### src/rtl/irw_pkg.sv
package irw_pkg;
  // window targets reached through the select register
  typedef enum logic [2:0] {
    TGT_NONE   = 3'd0,
    TGT_IDENT  = 3'd1,
    TGT_VER    = 3'd2,
    TGT_ARB    = 3'd3,
    TGT_ENT_LO = 3'd4,
    TGT_ENT_HI = 3'd5
  } win_tgt_e;

  // entry field positions
  localparam int VEC_LSB   = 0;
  localparam int DLV_LSB   = 8;
  localparam int DSTM_BIT  = 11;
  localparam int POL_BIT   = 13;
  localparam int RIRR_BIT  = 14;
  localparam int LEVEL_BIT = 15;
  localparam int MASK_BIT  = 16;
  localparam int DEST_LSB  = 56;

  localparam logic [63:0] ENT_RST = 64'h1 << MASK_BIT;

  // select values of the fixed registers
  localparam logic [31:0] SEL_IDENT = 32'h0;
  localparam logic [31:0] SEL_VER   = 32'h1;
  localparam logic [31:0] SEL_ARB   = 32'h2;
  localparam logic [31:0] SEL_ENT0  = 32'h10;
endpackage

### src/rtl/irw_decode.sv
module irw_decode
  import irw_pkg::*;
#(
  parameter int NPIN  = 24,
  parameter int IDX_W = 5
) (
  input  logic [31:0]      sel,
  output win_tgt_e         tgt,
  output logic [IDX_W-1:0] idx
);
  logic [31:0] off;

  always_comb begin
    off = sel - SEL_ENT0;
    tgt = TGT_NONE;
    idx = off[IDX_W:1];
    if (sel == SEL_IDENT)      tgt = TGT_IDENT;
    else if (sel == SEL_VER)   tgt = TGT_VER;
    else if (sel == SEL_ARB)   tgt = TGT_ARB;
    else if (sel >= SEL_ENT0 && (off >> 1) < NPIN)
      tgt = sel[0] ? TGT_ENT_HI : TGT_ENT_LO;
  end
endmodule

### src/rtl/irw_entry_table.sv
module irw_entry_table
  import irw_pkg::*;
#(
  parameter int NPIN  = 24,
  parameter int IDX_W = 5
) (
  input  logic                   clk,
  input  logic                   rst,
  input  logic                   wr_lo,
  input  logic                   wr_hi,
  input  logic [IDX_W-1:0]       wr_idx,
  input  logic [31:0]            wdata,
  input  logic [NPIN-1:0]        rirr_set,
  output logic [NPIN-1:0][63:0]  tbl,
  output logic                   mchg_valid,
  output logic [IDX_W-1:0]       mchg_idx,
  output logic                   mchg_mask
);
  logic [NPIN-1:0] mask_vec;

  for (genvar p = 0; p < NPIN; p++) begin : g_ent
    logic [63:0] ent_q, ent_d;
    logic        hit;

    assign hit = (wr_idx == IDX_W'(p));

    always_comb begin
      ent_d = ent_q;
      if (wr_lo && hit) begin
        ent_d[31:0]     = wdata;
        ent_d[RIRR_BIT] = 1'b0;
      end
      if (wr_hi && hit) ent_d[63:32] = wdata;
      if (rirr_set[p])  ent_d[RIRR_BIT] = 1'b1;
    end

    always_ff @(posedge clk) begin
      if (rst) ent_q <= ENT_RST;
      else     ent_q <= ent_d;
    end

    assign tbl[p]      = ent_q;
    assign mask_vec[p] = ent_q[MASK_BIT];
  end

  always_ff @(posedge clk) begin
    if (rst) begin
      mchg_valid <= 1'b0;
      mchg_idx   <= '0;
      mchg_mask  <= 1'b0;
    end else begin
      mchg_valid <= wr_lo && (wdata[MASK_BIT] != mask_vec[wr_idx]);
      if (wr_lo) begin
        mchg_idx  <= wr_idx;
        mchg_mask <= wdata[MASK_BIT];
      end
    end
  end
endmodule

### src/rtl/irw_read_port.sv
module irw_read_port
  import irw_pkg::*;
#(
  parameter int          NPIN    = 24,
  parameter int          IDX_W   = 5,
  parameter logic [7:0]  VERSION = 8'h11
) (
  input  logic                  clk,
  input  logic                  rst,
  input  logic                  rd_en,
  input  logic                  hit_sel,
  input  logic                  hit_win,
  input  logic [31:0]           sel,
  input  win_tgt_e              tgt,
  input  logic [IDX_W-1:0]      idx,
  input  logic [3:0]            ident,
  input  logic [NPIN-1:0][63:0] tbl,
  output logic [31:0]           rdata,
  output logic                  rvalid
);
  localparam logic [7:0] MAXPIN = 8'(NPIN - 1);

  logic [31:0] win_val, rd_val;

  always_comb begin
    case (tgt)
      TGT_IDENT, TGT_ARB: win_val = {4'h0, ident, 24'h0};
      TGT_VER:            win_val = {8'h0, MAXPIN, 8'h0, VERSION};
      TGT_ENT_LO:         win_val = tbl[idx][31:0];
      TGT_ENT_HI:         win_val = tbl[idx][63:32];
      default:            win_val = 32'h0;
    endcase
    if (hit_sel)      rd_val = sel;
    else if (hit_win) rd_val = win_val;
    else              rd_val = 32'h0;
  end

  always_ff @(posedge clk) begin
    if (rst) begin
      rdata  <= 32'h0;
      rvalid <= 1'b0;
    end else begin
      rvalid <= rd_en;
      if (rd_en) rdata <= rd_val;
    end
  end
endmodule

### src/rtl/irq_redir_window.sv
module irq_redir_window
  import irw_pkg::*;
#(
  parameter int         NPIN    = 24,
  parameter int         ADDR_W  = 12,
  parameter logic [7:0] VERSION = 8'h11,
  parameter logic [7:0] OFS_SEL = 8'h00,
  parameter logic [7:0] OFS_WIN = 8'h10,
  localparam int        IDX_W   = (NPIN > 1) ? $clog2(NPIN) : 1
) (
  input  logic                clk,
  input  logic                rst,
  input  logic [ADDR_W-1:0]   bus_addr,
  input  logic                bus_wr,
  input  logic                bus_rd,
  input  logic [31:0]         bus_wdata,
  output logic [31:0]         bus_rdata,
  output logic                bus_rvalid,
  input  logic [NPIN-1:0]     rirr_set,
  output logic [NPIN*8-1:0]   ent_vector,
  output logic [NPIN*3-1:0]   ent_dlv,
  output logic [NPIN-1:0]     ent_dst_mode,
  output logic [NPIN-1:0]     ent_pol,
  output logic [NPIN-1:0]     ent_level,
  output logic [NPIN-1:0]     ent_rirr,
  output logic [NPIN-1:0]     ent_mask,
  output logic [NPIN*8-1:0]   ent_dest,
  output logic                mchg_valid,
  output logic [IDX_W-1:0]    mchg_idx,
  output logic                mchg_mask
);
  logic [7:0]  ofs;
  logic        hit_sel, hit_win;
  logic [31:0] sel_q;
  logic [3:0]  ident_q;
  win_tgt_e    tgt;
  logic [IDX_W-1:0] wr_idx;
  logic        wr_lo, wr_hi;
  logic [NPIN-1:0][63:0] tbl;
  logic        unused_addr_hi;

  assign ofs            = bus_addr[7:0];
  assign unused_addr_hi = ^bus_addr;
  assign hit_sel        = (ofs == OFS_SEL);
  assign hit_win        = (ofs == OFS_WIN);

  irw_decode #(.NPIN(NPIN), .IDX_W(IDX_W)) i_decode (
    .sel (sel_q),
    .tgt (tgt),
    .idx (wr_idx)
  );

  assign wr_lo = bus_wr && hit_win && (tgt == TGT_ENT_LO);
  assign wr_hi = bus_wr && hit_win && (tgt == TGT_ENT_HI);

  always_ff @(posedge clk) begin
    if (rst) begin
      sel_q   <= 32'h0;
      ident_q <= 4'h0;
    end else begin
      if (bus_wr && hit_sel) sel_q <= bus_wdata;
      if (bus_wr && hit_win && tgt == TGT_IDENT) ident_q <= bus_wdata[27:24];
    end
  end

  irw_entry_table #(.NPIN(NPIN), .IDX_W(IDX_W)) i_table (
    .clk        (clk),
    .rst        (rst),
    .wr_lo      (wr_lo),
    .wr_hi      (wr_hi),
    .wr_idx     (wr_idx),
    .wdata      (bus_wdata),
    .rirr_set   (rirr_set),
    .tbl        (tbl),
    .mchg_valid (mchg_valid),
    .mchg_idx   (mchg_idx),
    .mchg_mask  (mchg_mask)
  );

  irw_read_port #(.NPIN(NPIN), .IDX_W(IDX_W), .VERSION(VERSION)) i_rdport (
    .clk     (clk),
    .rst     (rst),
    .rd_en   (bus_rd),
    .hit_sel (hit_sel),
    .hit_win (hit_win),
    .sel     (sel_q),
    .tgt     (tgt),
    .idx     (wr_idx),
    .ident   (ident_q),
    .tbl     (tbl),
    .rdata   (bus_rdata),
    .rvalid  (bus_rvalid)
  );

  for (genvar p = 0; p < NPIN; p++) begin : g_fld
    assign ent_vector[p*8 +: 8] = tbl[p][VEC_LSB +: 8];
    assign ent_dlv[p*3 +: 3]    = tbl[p][DLV_LSB +: 3];
    assign ent_dst_mode[p]      = tbl[p][DSTM_BIT];
    assign ent_pol[p]           = tbl[p][POL_BIT];
    assign ent_rirr[p]          = tbl[p][RIRR_BIT];
    assign ent_level[p]         = tbl[p][LEVEL_BIT];
    assign ent_mask[p]          = tbl[p][MASK_BIT];
    assign ent_dest[p*8 +: 8]   = tbl[p][DEST_LSB +: 8];
  end
endmodule

### config.mk
export PLATFORM = sky130hd
export DESIGN_NAME = irq_redir_window
export DESIGN_NICKNAME = d
export VERILOG_FILES = /design/src/rtl/irw_pkg.sv /design/src/rtl/irw_decode.sv /design/src/rtl/irw_entry_table.sv /design/src/rtl/irw_read_port.sv /design/src/rtl/irq_redir_window.sv
export SDC_FILE = /design/constraint.sdc
export NUM_CORES = 2
export LEC_CHECK = 0
export BUFFER_PORTS_ARGS = -buffer_cell sky130_fd_sc_hd__buf_4
export CAP_MARGIN = 20
export CORE_ASPECT_RATIO = 0.5
export CORE_MARGIN = 4
export CORE_UTILIZATION = 40
export CTS_CLUSTER_SIZE = 40
export DETAILED_ROUTE_END_ITERATION = 10
export PLACE_DENSITY_LB_ADDON = 0.3
export SYNTH_ARGS = -nofsm -noshare
export SYNTH_HDL_FRONTEND = slang
export SYNTH_HIERARCHICAL = 1
export SYNTH_SLANG_ARGS = --single-unit
### constraint.sdc
create_clock -name clk -period 5.8 [get_ports clk]
set_clock_uncertainty 0.1 [all_clocks]
set_input_delay 1.16 -clock clk [delete_from_list [all_inputs] [get_ports clk]]
set_output_delay 1.16 -clock clk [all_outputs]
set_load 0.03 [all_outputs]
==> qor.csv <==
metric;value;unit
wl on met1;112000;um
CORE AREA;174000;sq um
status;completed;
Setup CP Type;reg2reg;
Post-synth EDFFs;0;
gpl congestion;0.915;
Pwr Density;272;nW/um^2
worst vdd ir;0.240;mV
total power;22300;uW
Critical Path Sink Type;flip-flop;
clock buffer count from CTS;155;
Max Slew Vio Count;0;
Top Metal Used;met5;
Max Cap Viol;0;
R2R cell count;11;
R2R Setup Slk;310;ps
DR WL/cell;26.1;um
post-synthesis sequential element count;1612;
setup violators final;0;
met3 WL post-DR;31400;um
post-CTS setup buffer count;0;
Post-DP HPWL;182000;um
Area growth, synth to finish;16.5;%
non-filler cells, final;11300;
worst r2r src;sel_q[15];
Net count, final;8972;
post_cts resized;0;
setup TNS;0;ps
final period utilization;0.946;
clock sink count;1612;
Yosys cell types;88;
via count;66600;
Synth area leader;dfxtp_1;
Clock Root Buffer;clkbuf_16;
Chip Width;601;um
CP endpoint;i_rdport/rdata[9];
maximum clock frequency;182;MHz
worst endpoint required time;6400;ps
CTS tree;yes;
synth top area cells;dfxtp_1, nand2_1, a21oi_1;
IO Port Bufs;683;
Hold Vio Cnt, Final;0;
met2 WL post-DR;133000;um
vias in the first global route;60800;
min cycle time layout;5490;ps
CTS clk-pin slew, worst paths;60;ps
layout cells sized above 1;0.173;
htree depth;4;
first-pass GRT wire length;423000;um
site row count;108;
worst-path fanout max;15;
Post-synth top flop;dfxtp_1;
Initial Utilization;0.404;
IO Count;688;
post-synth top area share;0.458;
asr flop ratio synth;0;
Critical Path Start;sel_q[15];
DRC errors left;0;
initial antenna violation count;14;
Leakage;0.0273;uW
Syn Inst Count;8687;
detailed-route vias per instance;5.87;
Arrival @ worst endpoint;6090;ps
YS warnings;6;
Syn Std Cell Area;70400;sq um
Final ANT Viol Nets;0;
RSZ-0062 raised after global routing;false;
Clk Latency, worst-skew pair;800;ps
type of origin of the critical path;flip-flop;
Slew HR;0.137;
GRT Util Overall;0.306;
die area;183000;sq um
first drt pass iteration count;7;
Post-CTS Hold Fix Bufs;0;
Hold/Removal Path Class;reg2reg;
syn_nets;8760;
clock buffer depth;3;
post-synthesis sequential area ratio;0.458;
largest net degree at the start of global routing;162;
Total Wirelength;296000;um
die height;305;um
total grt overflow;0;
placed cells;11100;
drt first-iter violations;8747;
Mapped Avg Cell Area;8.11;sq um
reg2reg end;i_rdport/rdata[9];
worst-margin pin slew;1280;ps
## synthesized netlist by cell type (4+ instances only)
cell	count
nand2_1	3194
dfxtp_1	1612
a21oi_1	1552
clkbuf_1	568
mux4_2	226
buf_2	211
mux2i_1	178
nor2_1	141
a221oi_1	93
nand2b_1	82
inv_1	78
mux2_2	76
o22ai_1	72
a221o_1	69
o221ai_1	69
nand3_1	56
buf_4	47
nand3b_1	28
nor4_1	28
o21ai_1	20
buf_6	19
o211ai_1	19
nor3_1	18
o41ai_2	18
a22oi_1	17
nor2b_1	13
a311oi_1	10
o21ai_0	10
a211oi_1	9
nor2_2	8
a21boi_1	7
and3_1	7
nand4_1	7
o2bb2ai_1	7
a22o_1	6
and2_1	6
nor3b_1	6
o21a_1	6
buf_1	5
a31oi_1	4
a32o_1	4
o31ai_1	4
or2_2	4
or4_1	4
xnor2_1	4
## stage by stage
| stage | setup WS, ps | hold WS, ps | instance area (sq um) | util |
|---|---|---|---|---|
| floorplan | 1630 | 333 | 70400 | - |
| global placement | 608 | 338 | 76900 | 0.441 |
| detailed placement | 517 | 344 | 76900 | 0.441 |
| CTS | 475 | 352 | 82000 | 0.471 |
| global route | 220 | 364 | 82000 | 0.471 |
| finish | 311 | 351 | 82000 | 0.471 |
## registers in the layout (all words and copies together), names as in the netlist
name                 count
i_table/g_ent.ent_q   1536
i_rdport/rdata          32
sel_q                   32
i_table/mchg_idx         5
ident_q                  4
i_rdport/rvalid          1
i_table/mchg_mask        1
i_table/mchg_valid       1
## metal layers
layer,global-route usage,up-vias
met2,0.479,3836
met5,0,-
met1,0.387,32100
met3,0.0679,791
li1,-,29800
met4,0.183,12
## area by class of cell
cell class                 instances  area (sq um)
clock inverter                    37           412
multi-input combinational       6142         34300
fill                           16800         92200
antenna                            6          15.0
sequential                      1612         32300
timing repair buffer             907          7140
clock buffer                     240          4690
inverter                          81           310
tap                             2310          2890
## worst min path at each step
stage | start | end | slack (ps) | cells after the start
6_report | i_table/g_ent[21].ent_q[19] | i_table/g_ent[21].ent_q[19] | 350 | 2
5_1_grt | i_table/g_ent[4].ent_q[32] | i_table/g_ent[4].ent_q[32] | 360 | 2
4_1_cts | i_table/g_ent[5].ent_q[36] | i_table/g_ent[5].ent_q[36] | 350 | 2
3_5_place_dp | i_table/g_ent[5].ent_q[36] | i_table/g_ent[5].ent_q[36] | 340 | 2
3_3_place_gp | i_table/g_ent[12].ent_q[12] | i_table/g_ent[12].ent_q[12] | 340 | 2
2_1_floorplan | i_table/g_ent[12].ent_q[12] | i_table/g_ent[12].ent_q[12] | 330 | 2
## placed cells by master (no fill, tap or decap), types with 10 or more instances in the layout
cell type,n
dfxtp_1,1609
nor3_1,15
o21ai_0,10
o41ai_2,18
buf_4,879
o21ai_1,20
mux2i_1,178
nand3b_1,28
a21oi_1,1552
nand2b_1,80
nand2_1,3190
clkbuf_1,43
nor2b_1,10
inv_1,76
a221o_1,69
nor2_2,35
a311oi_1,10
o22ai_1,72
nand3_1,54
nor2_4,11
a221oi_1,93
mux2_2,76
buf_12,26
clkbuf_8,36
nor2_1,104
o221ai_1,69
clkinv_2,22
mux4_2,226
o211ai_1,19
a22oi_1,17
nor4_1,26
clkbuf_16,161
## power breakdown
| part | switching, uW | total [uW] | internal (uW) |
|---|---|---|---|
| clock | 4550 | 10400 | 5870 |
| combinational | 607 | 749 | 142 |
| sequential | 15.3 | 11100 | 11100 |
## critical path, cell delays in order (launching register included)
cell and delay [ps]:
dfxtp_1 390, or4_4 580, or3_4 390, nor4_2 190, xnor2_1 170, nand4_2 140
nor3_1 670, nor3b_4 560, nand3_1 850, a21oi_1 830, a211oi_1 270, a41oi_1 270
## cells by family (layout without fill, tap and decap cells)
logic type,after synthesis,in the layout,share of synthesized area
mux,480,480,0.110
other cells,0,6,0
buf+inv,933,1265,0.0583
fa+ha+maj,1,1,0.000178
flops,1612,1612,0.458
xor+xnor,4,4,0.000498
simple gates,3632,3632,0.205
compound gates,2025,2025,0.168
Power figures use the tool's default switching activity.
